<file path="src/rtl/sp2hp_pkg.sv">
package sp2hp_pkg;
  localparam int SRC_EW  = 8;
  localparam int SRC_FW  = 23;
  localparam int DST_EW  = 5;
  localparam int DST_FW  = 10;
  localparam int SRC_W   = 1 + SRC_EW + SRC_FW;
  localparam int DST_W   = 1 + DST_EW + DST_FW;
  localparam int SRC_BIAS = (1 << (SRC_EW - 1)) - 1;
  localparam int DST_BIAS = (1 << (DST_EW - 1)) - 1;
  localparam int EXP_OFS  = SRC_BIAS - DST_BIAS;
  localparam int NORM_SH  = SRC_FW - DST_FW;
  localparam int MAX_SH   = SRC_FW + 3;
  localparam int HE_W     = SRC_EW + 2;
  localparam int SH_W     = $clog2(MAX_SH + 1);
  localparam int MAG_W    = HE_W + DST_FW;

  typedef enum logic [2:0] {
    K_ZERO, K_TINY, K_FIN, K_INF, K_NAN
  } kind_e;

  typedef struct packed {
    logic [DST_W-1:0] word;
    logic             ovf;
    logic             unf;
    logic             inx;
  } hres_t;
endpackage

</file>
<file path="src/rtl/sp2hp_unpack.sv">
module sp2hp_unpack
  import sp2hp_pkg::*;
(
  input  logic [SRC_W-1:0]      word,
  output kind_e                 kind,
  output logic                  sgn,
  output logic signed [HE_W-1:0] hexp,
  output logic [SRC_FW:0]       sig,
  output logic [DST_FW-2:0]     payload
);
  logic [SRC_EW-1:0] ef;
  logic [SRC_FW-1:0] ff;

  always_comb begin
    sgn     = word[SRC_W-1];
    ef      = word[SRC_W-2:SRC_FW];
    ff      = word[SRC_FW-1:0];
    hexp    = $signed({2'b00, ef}) - HE_W'(EXP_OFS);
    sig     = {1'b1, ff};
    payload = ff[SRC_FW-2 -: DST_FW-1];
    if (ef == '1)      kind = (ff == '0) ? K_INF : K_NAN;
    else if (ef == '0) kind = (ff == '0) ? K_ZERO : K_TINY;
    else               kind = K_FIN;
  end
endmodule

</file>
<file path="src/rtl/sp2hp_round.sv">
module sp2hp_round
  import sp2hp_pkg::*;
(
  input  logic                   sgn,
  input  logic signed [HE_W-1:0] hexp,
  input  logic [SRC_FW:0]        sig,
  input  logic                   alt,
  output hres_t                  res
);
  localparam int SX_W = MAX_SH;
  logic                   norm;
  logic signed [HE_W-1:0] sub;
  logic [SH_W-1:0]        sh, sh1;
  logic [SX_W-1:0]        sx, mask, q;
  logic                   g, st, up, lost, ovf;
  logic [HE_W-1:0]        ebase;
  logic [MAG_W-1:0]       mag, limit;

  always_comb begin
    norm = (hexp > 0);
    sub  = HE_W'(NORM_SH + 1) - hexp;
    if (norm)                      sh = SH_W'(NORM_SH);
    else if (sub > HE_W'(MAX_SH))  sh = SH_W'(MAX_SH);
    else                           sh = sub[SH_W-1:0];
    sh1   = sh - SH_W'(1);
    sx    = SX_W'(sig);
    q     = sx >> sh;
    g     = sx[sh1];
    mask  = (SX_W'(1) << sh1) - SX_W'(1);
    st    = |(sx & mask);
    up    = g & (st | q[0]);
    lost  = g | st;
    ebase = norm ? HE_W'(hexp - HE_W'(1)) : '0;
    mag   = {ebase, {DST_FW{1'b0}}} + MAG_W'(q[DST_FW:0]) + MAG_W'(up);
    limit = alt ? MAG_W'(32 << DST_FW) : MAG_W'(31 << DST_FW);
    ovf   = (mag >= limit);
    if (ovf)
      res.word = alt ? {sgn, {(DST_W-1){1'b1}}} : {sgn, {DST_EW{1'b1}}, {DST_FW{1'b0}}};
    else
      res.word = {sgn, mag[DST_W-2:0]};
    res.ovf = ovf;
    res.unf = !norm && lost;
    res.inx = lost || ovf;
  end
endmodule

</file>
<file path="src/rtl/sp2hp_narrow.sv">
module sp2hp_narrow
  import sp2hp_pkg::*;
(
  input  logic              clk,
  input  logic              rst_n,
  input  logic              in_valid,
  input  logic [SRC_W-1:0]  in_data,
  input  logic              alt_mode,
  output logic              out_valid,
  output logic [DST_W-1:0]  out_data,
  output logic              out_ovf,
  output logic              out_unf,
  output logic              out_inx
);
  kind_e                  kind;
  logic                   sgn;
  logic signed [HE_W-1:0] hexp;
  logic [SRC_FW:0]        sig;
  logic [DST_FW-2:0]      payload;
  hres_t                  fin_res, nxt, cur;

  sp2hp_unpack u_unp (
    .word(in_data), .kind(kind), .sgn(sgn), .hexp(hexp), .sig(sig), .payload(payload)
  );

  sp2hp_round u_rnd (
    .sgn(sgn), .hexp(hexp), .sig(sig), .alt(alt_mode), .res(fin_res)
  );

  // next-state selection
  always_comb begin
    nxt = fin_res;
    unique case (kind)
      K_ZERO: nxt = '{word: {sgn, {(DST_W-1){1'b0}}}, ovf: 1'b0, unf: 1'b0, inx: 1'b0};
      K_TINY: nxt = '{word: {sgn, {(DST_W-1){1'b0}}}, ovf: 1'b0, unf: 1'b1, inx: 1'b1};
      K_INF, K_NAN: begin
        if (alt_mode)
          nxt = '{word: {sgn, {(DST_W-1){1'b1}}}, ovf: 1'b1, unf: 1'b0, inx: 1'b1};
        else if (kind == K_INF)
          nxt = '{word: {sgn, {DST_EW{1'b1}}, {DST_FW{1'b0}}}, ovf: 1'b0, unf: 1'b0, inx: 1'b0};
        else
          nxt = '{word: {sgn, {DST_EW{1'b1}}, 1'b1, payload}, ovf: 1'b0, unf: 1'b0, inx: 1'b0};
      end
      default: nxt = fin_res;
    endcase
  end

  // register stage
  always_ff @(posedge clk or negedge rst_n) begin
    if (!rst_n) out_valid <= 1'b0;
    else        out_valid <= in_valid;
  end

  always_ff @(posedge clk) begin
    if (in_valid) cur <= nxt;
  end

  assign out_data = cur.word;
  assign out_ovf  = cur.ovf;
  assign out_unf  = cur.unf;
  assign out_inx  = cur.inx;


  valid_follow_chk: assert property (@(posedge clk) disable iff (!rst_n)
    $past(rst_n) |-> (out_valid == $past(in_valid)));


  sign_keep_chk: assert property (@(posedge clk) disable iff (!rst_n)
    out_valid |-> (out_data[DST_W-1] == $past(in_data[SRC_W-1])));


  ovf_inexact_chk: assert property (@(posedge clk) disable iff (!rst_n)
    (out_valid && out_ovf) |-> out_inx);


  unf_range_chk: assert property (@(posedge clk) disable iff (!rst_n)
    (out_valid && out_unf) |-> (out_data[DST_W-2:DST_FW] <= DST_EW'(1)));


  nan_quiet_chk: assert property (@(posedge clk) disable iff (!rst_n)
    (out_valid && !$past(alt_mode) && ($past(in_data[SRC_W-2:SRC_FW]) == '1)
     && ($past(in_data[SRC_FW-1:0]) != '0))
    |-> (out_data[DST_FW-1] && (out_data[DST_W-2:DST_FW] == '1)));
endmodule

</file>
<file path="config.mk">
export PLATFORM = sky130hd
export DESIGN_NAME = sp2hp_narrow
export DESIGN_NICKNAME = d
export VERILOG_FILES = /design/src/rtl/sp2hp_pkg.sv /design/src/rtl/sp2hp_unpack.sv /design/src/rtl/sp2hp_round.sv /design/src/rtl/sp2hp_narrow.sv
export SDC_FILE = /design/constraint.sdc
export NUM_CORES = 1
export LEC_CHECK = 0
export BUFFER_PORTS_ARGS = -buffer_cell sky130_fd_sc_hd__buf_2
export CAP_MARGIN = 20
export CORE_MARGIN = 3
export CORE_UTILIZATION = 60
export CTS_BUF_LIST = sky130_fd_sc_hd__clkbuf_8
export DETAILED_ROUTE_END_ITERATION = 12
export PLACE_DENSITY = 0.81
export SYNTH_ARGS = -nofsm -noshare
export SYNTH_HDL_FRONTEND = slang
export SYNTH_SLANG_ARGS = --single-unit
</file>
<file path="constraint.sdc">
create_clock -name clk -period 0.8 [get_ports clk]
set_input_delay 0.08 -clock clk [delete_from_list [all_inputs] [get_ports clk]]
set_output_delay 0.08 -clock clk [all_outputs]
set_load 0.01 [all_outputs]
</file>
==> results.toml, run 1 <==
[status]
status = "did not finish"
stop_stage = "4_1_cts"
error = "[ERROR DPL-0033] detailed placement checks failed during check placement."

[cts]
post_cts_resized = 51
cts_buffer_depth = 2
htreeDepth = 1
cts_setup_buffers = 28
cts_hold_repair.buffers = 3
clock-sinks = 20
cts_root_buf = "clkbuf_8"
cts_buffers = 3

[placement]
hpwl_um = 23100
place_area_um2 = 8100
gp_congestion = 1.23
portBuffers = 55

[synth]
syn_inst = 748
syn_area_um2 = 5540
asyncSetResetFlopFracSynth_pct = 5.00
yosysMostFrequentCell = "nand2_1"
yosys_most_used_dff = "edfxtp_1"
synth_top_cells_by_count = "nand2_1, a21oi_1, nor2_1, nand3_1, o21ai_0"
synth_area_leaders = "edfxtp_1, a21oi_1, ha_1"
synth.largest_area_cell = "edfxtp_1"
yosysTopAreaCellShare_pct = 10.3
synth-seq-cells = 20
syn_nets = 805
synth-edff-count = 19
yosysSeqAreaShare_pct = 10.7
syn_area_per_cell_um2 = 7.41
ys_types = 104
yosysWarnings = 0

[floorplan]
die_w_um = 102
initial_core_util_pct = 62.7
die_h_um = 102
rows = 34
io_pins = 56
-- metrics by stage --
| step | std cells | TNS [ps] | hold slack (ps) | setup WS [ps] | utilization, % |
|---|---|---|---|---|---|
| after floorplan | 748 | -98530 | -216 | -5650 | - |
| after global placement | 1166 | -94510 | -145 | -5330 | 91.6 |
| after detailed placement | 1166 | -102610 | -136 | -5820 | 91.6 |
-- kinds of logic after synthesis --
logic type                 share of synthesized area, %
muxes                                              4.54
xor gates and xnor gates                           5.06
DFF                                                10.7
adders and majority gates                          4.74
AOI/OAI and AO/OA                                  37.2
buffers and inverters                              8.08
and+or+nand+nor                                    29.6
==> run 2, diff against run 1 <==
Settings changed: CORE_UTILIZATION 60 to 40, CTS_BUF_LIST sky130_fd_sc_hd__clkbuf_8 to not set, PLACE_DENSITY 0.81 to not set, PLACE_DENSITY_LB_ADDON set to 0.15.
==> run 2 against run 1 <==
Synthesized cell count unchanged. The flow now finishes, with violations (setup timing). Synthesized area unchanged.
==> results.toml, run 2 <==
[timing]
post-route-period-util_pct = 766
maxSlewViolCount = 0
max_clock_freq_ghz = 0.163
relSlewSlack_pct = 64.1
rsz0062_at_grt = "yes"
tns_ps = -94210
setup_viol = 38
timing.final.crit_period_ps = 6130
worst_slew_pin_slew_ps = 525
hold_viol_final = 0
fin_ws_ps = -5330

[floorplan]
die_h_um = 124
rows = 42
io_pins = 56
core_area_um2 = 13400
initial_core_util_pct = 41.4
die-area_um2 = 15300
die_w_um = 124

[cts]
cts_buffers = 3
cts_tree = "yes"
htreeDepth = 1
cts_root_buf = "clkbuf_16"
cts_buffer_depth = 2
clkTransAtPathRegs_ps = 50
clock-sinks = 20

[global_routing]
grt_pass1_wl_um = 41700
grt_antenna_before_repair = 0
track_usage_pct = 35.0
gr-total-overflow = 0
grt_pass1_vias = 7591
grt_max_degree = 24

[layout]
largest_reg_flops = 16
layout.nets = 1159
top_register = "out_data"
fill_cells = 1126
syn_to_final_growth_pct = 61.7
layout-drive-gt1-share_pct = 48.1
finalInstanceArea_um2 = 8960
seqCellArea_um2 = 596
layout_common_cells = "buf_4, nand2_1, buf_2"
layout_commonest_cell = "buf_4"
insertedDiodeCount = 0
multi_input_comb_area_um2 = 4920

[synth]
synth-edff-count = 19
asyncSetResetFlopFracSynth_pct = 5.00
synth_top_cells_by_count = "nand2_1, a21oi_1, nor2_1, nand3_1, o21ai_0"
ys_types = 104
yosys_most_used_dff = "edfxtp_1"
yosysSeqAreaShare_pct = 10.7
yosysWarnings = 0
synth-seq-cells = 20
syn_nets = 805
syn_inst = 748
syn_area_um2 = 5540
synth_area_leaders = "edfxtp_1, a21oi_1, ha_1"
yosysTopAreaCellShare_pct = 10.3
yosysMostFrequentCell = "nand2_1"
synth.largest_area_cell = "edfxtp_1"
syn_area_per_cell_um2 = 7.41

[drt]
drtAntennaViolNets = 0
firstDrtPassIters = 6
avgViaCountPerCell = 6.26
via_count = 7999
wl_per_cell_um = 21.6
drc = 0
dr.first_iter.drc_count = 1089
drt_wl_total_um = 27500

[setup_path]
slowest_delay_ps = 540
end_kind = "flip-flop"
path_class = "input pin to flip-flop"
cp-start-kind = "input pin"
cp.arrival_ps = 6140
required_ps = 810
crit_fanout = 6
crit_slowest_cell = "or4_4"

[power_and_ir_drop]
power_density_nw_per_um2 = 1230
p_leak_nw = 3.92
peakVddDrop_mv = 0.922

[placement]
place_area_um2 = 8260
gp_congestion = 1.04
portBuffers = 55
hpwl_um = 21900

[job]
cap_violations = 0

[status]
status = "finished with violations"
violations = "setup timing"

[worst_hold_path]
hold_path_class = "input pin to async pin"
run 2: cell counts after synthesis:
No cell type changed its count.
run 2: layer usage:
metal / vias to the layer above / share of wire, % / GRT usage, %
met5: - / 0 / 0
met4: 0 / 4.5 / 13.6
met3: 109 / 8.0 / 4.27
met2: 470 / 46 / 57.5
met1: 3782 / 41 / 46.8
li1: 3638 / - / -
run 2: layout make-up:
cell class,count,share of cell area [%]
clock buffer,4,0.991
inverter,27,1.24
multi-input combinational,642,54.9
sequential,20,6.64
tap,176,2.46
timing repair buffer,408,33.8
run 2: power breakdown:
group	switching, mW	internal [mW]
registers	0.0340	1.35
clock network	0.366	0.763
logic	4.50	4.01
total	4.90	6.12
run 2: what timing repair did:
item,4_1_cts,5_1_grt
hold buffers,2,0
gates resized for setup,48,30
setup buffers,18,9
endpoints found under the hold margin,2,0
endpoints found under the setup margin,38,38
cloned,0,0
pin swaps,49,41
run 2: worst max-delay path, delay by kind of cell:
family	cells	cell delay [ps]
AOI/OAI and AO/OA	16	2830
xor gates and xnor gates	1	190
adders and majority gates	4	970
buffers and inverters	5	410
and+or+nand+nor	9	1660
run 2: how the worst max path moves through the flow:
stage,from,to,depth (start not counted),slack (ps)
2_1_floorplan,in_data[23],out_data[1]$_DFFE_PP_,36,-5650
3_3_place_gp,in_data[24],out_data[1]$_DFFE_PP_,31,-5430
3_5_place_dp,in_data[24],out_data[1]$_DFFE_PP_,31,-5680
4_1_cts,in_data[24],out_data[9]$_DFFE_PP_,33,-5090
5_1_grt,in_data[24],out_data[13]$_DFFE_PP_,35,-5610
6_report,in_data[24],out_data[13]$_DFFE_PP_,35,-5330
run 2: through the flow:
stage                     setup slack [ps]  utilization (%)  power, mW  hold slack (ps)  instances
after floorplan                      -5650                -       5.28             -216        748
after global placement               -5430             61.7       8.87             -145       1244
after detailed placement             -5680             61.7       8.96             -141       1244
after CTS                            -5090             65.1       10.5              112       1268
after global routing                 -5610             66.9       11.6              135       1277
final                                -5330             66.9       11.0              127       1277
run 2: logic make-up (layout without fill, tap and decap cells):
logic type | Yosys count | in the layout | synth area share [%]
AO/OA/AOI/OAI | 272 | 272 | 37.2
adder cells (fa/ha/maj) | 21 | 21 | 4.74
buffers and inverters | 86 | 439 | 8.08
flip-flops | 20 | 20 | 10.7
multiplexers | 21 | 21 | 4.54
XOR/XNOR | 32 | 32 | 5.06
AND/OR/NAND/NOR | 296 | 296 | 29.6
Note: power is estimated with default switching activity, not from simulation.
==> run 3, diff against run 2 <==
--- a/config.mk
+++ b/config.mk
@@ -13,2 +13,3 @@
 export PLACE_DENSITY_LB_ADDON = 0.15
+export SLEW_MARGIN = 15
 export SYNTH_ARGS = -nofsm -noshare
--- a/constraint.sdc
+++ b/constraint.sdc
@@ -3,2 +3,2 @@
 set_output_delay 0.08 -clock clk [all_outputs]
-set_load 0.01 [all_outputs]
+set_load 0.05 [all_outputs]
==> run 3 against run 2 <==
The run still ends with setup timing left. Utilization rose by 0.89 points. Largest cell class unchanged. Critical endpoint unchanged. Hold slack got worse by 13 ps. Non-clock buffer count did not move. Routed wire length rose by 0.64%. Critical path depth did not move. Largest power group unchanged. Die area did not move. Total power rose by 6.2%. Via count rose by 0.45%.
==> results.toml, run 3 (synthesized netlist as in run 2, its figures left out) <==
[timing]
hold_viol_final = 0
worst_slew_pin_slew_ps = 530
maxSlewViolCount = 0
max_clock_freq_ghz = 0.163
timing.final.crit_period_ps = 6140
fin_ws_ps = -5340
holdWs_ps = 113
setup_viol = 38
relSlewSlack_pct = 63.8
tns_ps = -95440
post-route-period-util_pct = 768
rsz0062_at_grt = "yes"

[drt]
drt_wl_total_um = 27700
via_count = 8035
dr.first_iter.drc_count = 1181
drc = 0
wl_per_cell_um = 21.7
firstDrtPassIters = 8
avgViaCountPerCell = 6.29
drtAntennaViolNets = 0

[setup_path]
cp-start-kind = "input pin"
end_kind = "flip-flop"
crit_end = "out_data[13]$_DFFE_PP_"
slowest_delay_ps = 540
startpoint = "in_data[24]"
cp.arrival_ps = 6160
crit_fanout = 6
required_ps = 820
crit_slowest_cell = "or4_4"
path_class = "input pin to flip-flop"

[status]
status = "finished with violations"
violations = "setup timing"

[global_routing]
grt_pass1_wl_um = 41900
grt_pass1_vias = 7632
grt_max_degree = 24
gr-total-overflow = 0
grt_antenna_before_repair = 0
track_usage_pct = 35.2

[layout]
fill_cells = 1112
layout.nets = 1159
layout-drive-gt1-share_pct = 48.1
insertedDiodeCount = 0
layout_common_cells = "buf_4, nand2_1, nor2_1, a21oi_1, nand3_1"
fin_cells = 1277
finalInstanceArea_um2 = 9080
multi_input_comb_area_um2 = 4920
largest_reg_flops = 16
syn_to_final_growth_pct = 63.8
layout_commonest_cell = "buf_4"
fin_util_pct = 67.8
seqCellArea_um2 = 596
top_register = "out_data"

[placement]
placed_cells = 1244
portBuffers = 55
place_ws_ps = -5680
hpwl_um = 21900
place_area_um2 = 8260
gp_congestion = 1.04

[power_and_ir_drop]
power_frac_comb_pct = 78.0
pwr-share-clk_pct = 9.8
report.power.total_mw = 11.7
peakVddDrop_mv = 1.08
pwr-share-seq_pct = 12.2
power_density_nw_per_um2 = 1290
swShare_pct = 46.2
switchingPower_mw = 5.41
p_leak_nw = 3.96
intPower_mw = 6.29

[cts]
cts_tree = "yes"
clkTransAtPathRegs_ps = 60
cts_buffers = 3
htreeDepth = 1
clock-sinks = 20
cts_buffer_depth = 2
cts_root_buf = "clkbuf_16"

[floorplan]
io_pins = 56
die_h_um = 124
die_w_um = 124
die-area_um2 = 15300
initial_core_util_pct = 41.4
rows = 42
core_area_um2 = 13400

[job]
cap_violations = 0

[worst_hold_path]
hold_path_class = "input pin to async pin"
-- run 3: per-layer routing --
metal,track usage [%],vias to the layer above,wire [um]
li1,-,3637,-
met1,47.0,3808,11400
met2,57.7,483,12800
met3,4.27,107,2310
met4,13.6,0,1220
met5,0,-,0
-- run 3: final cells by class --
cell class | instances | area share [%]
multi-input cells | 642 | 54.2
repair buffers | 408 | 34.7
flip-flops and latches | 20 | 6.56
well taps | 176 | 2.42
inverters | 27 | 1.23
clock buffers | 4 | 0.978
-- run 3: worst max-delay path, delay by kind of cell --
kind	cells	cell delay, ps
simple gates	9	1670
compound gates	16	2840
xor+xnor	1	190
buf+inv	5	400
fa+ha+maj	4	970
-- run 3: power groups by stage --
| stage | Combinational, mW | Sequential (mW) | Clock, mW |
|---|---|---|---|
| final | 9.13 | 1.43 | 1.15 |
| after global routing | 9.64 | 1.44 | 1.21 |
| after CTS | 8.64 | 1.43 | 1.15 |
| after detailed placement | 8.00 | 1.41 | 0 |
| after global placement | 7.92 | 1.40 | 0 |
| after floorplan | 3.78 | 1.96 | 0 |
-- run 3: worst min-delay path by stage --
stage,from,endpoint,depth (start not counted)
floorplan,rst_n,out_valid$_DFF_PN0_,0
global placement,rst_n,out_valid$_DFF_PN0_,1
detailed placement,rst_n,out_valid$_DFF_PN0_,1
CTS,rst_n,out_valid$_DFF_PN0_,2
global route,rst_n,out_valid$_DFF_PN0_,2
finish,rst_n,out_valid$_DFF_PN0_,2
-- run 3: timing repair --
item	4_1_cts	5_1_grt
gates resized for setup	88	29
hold buffers	2	0
endpoints found under the hold margin	2	0
buffers inserted	18	9
pin swaps	49	41
setup endpoints to repair	38	38
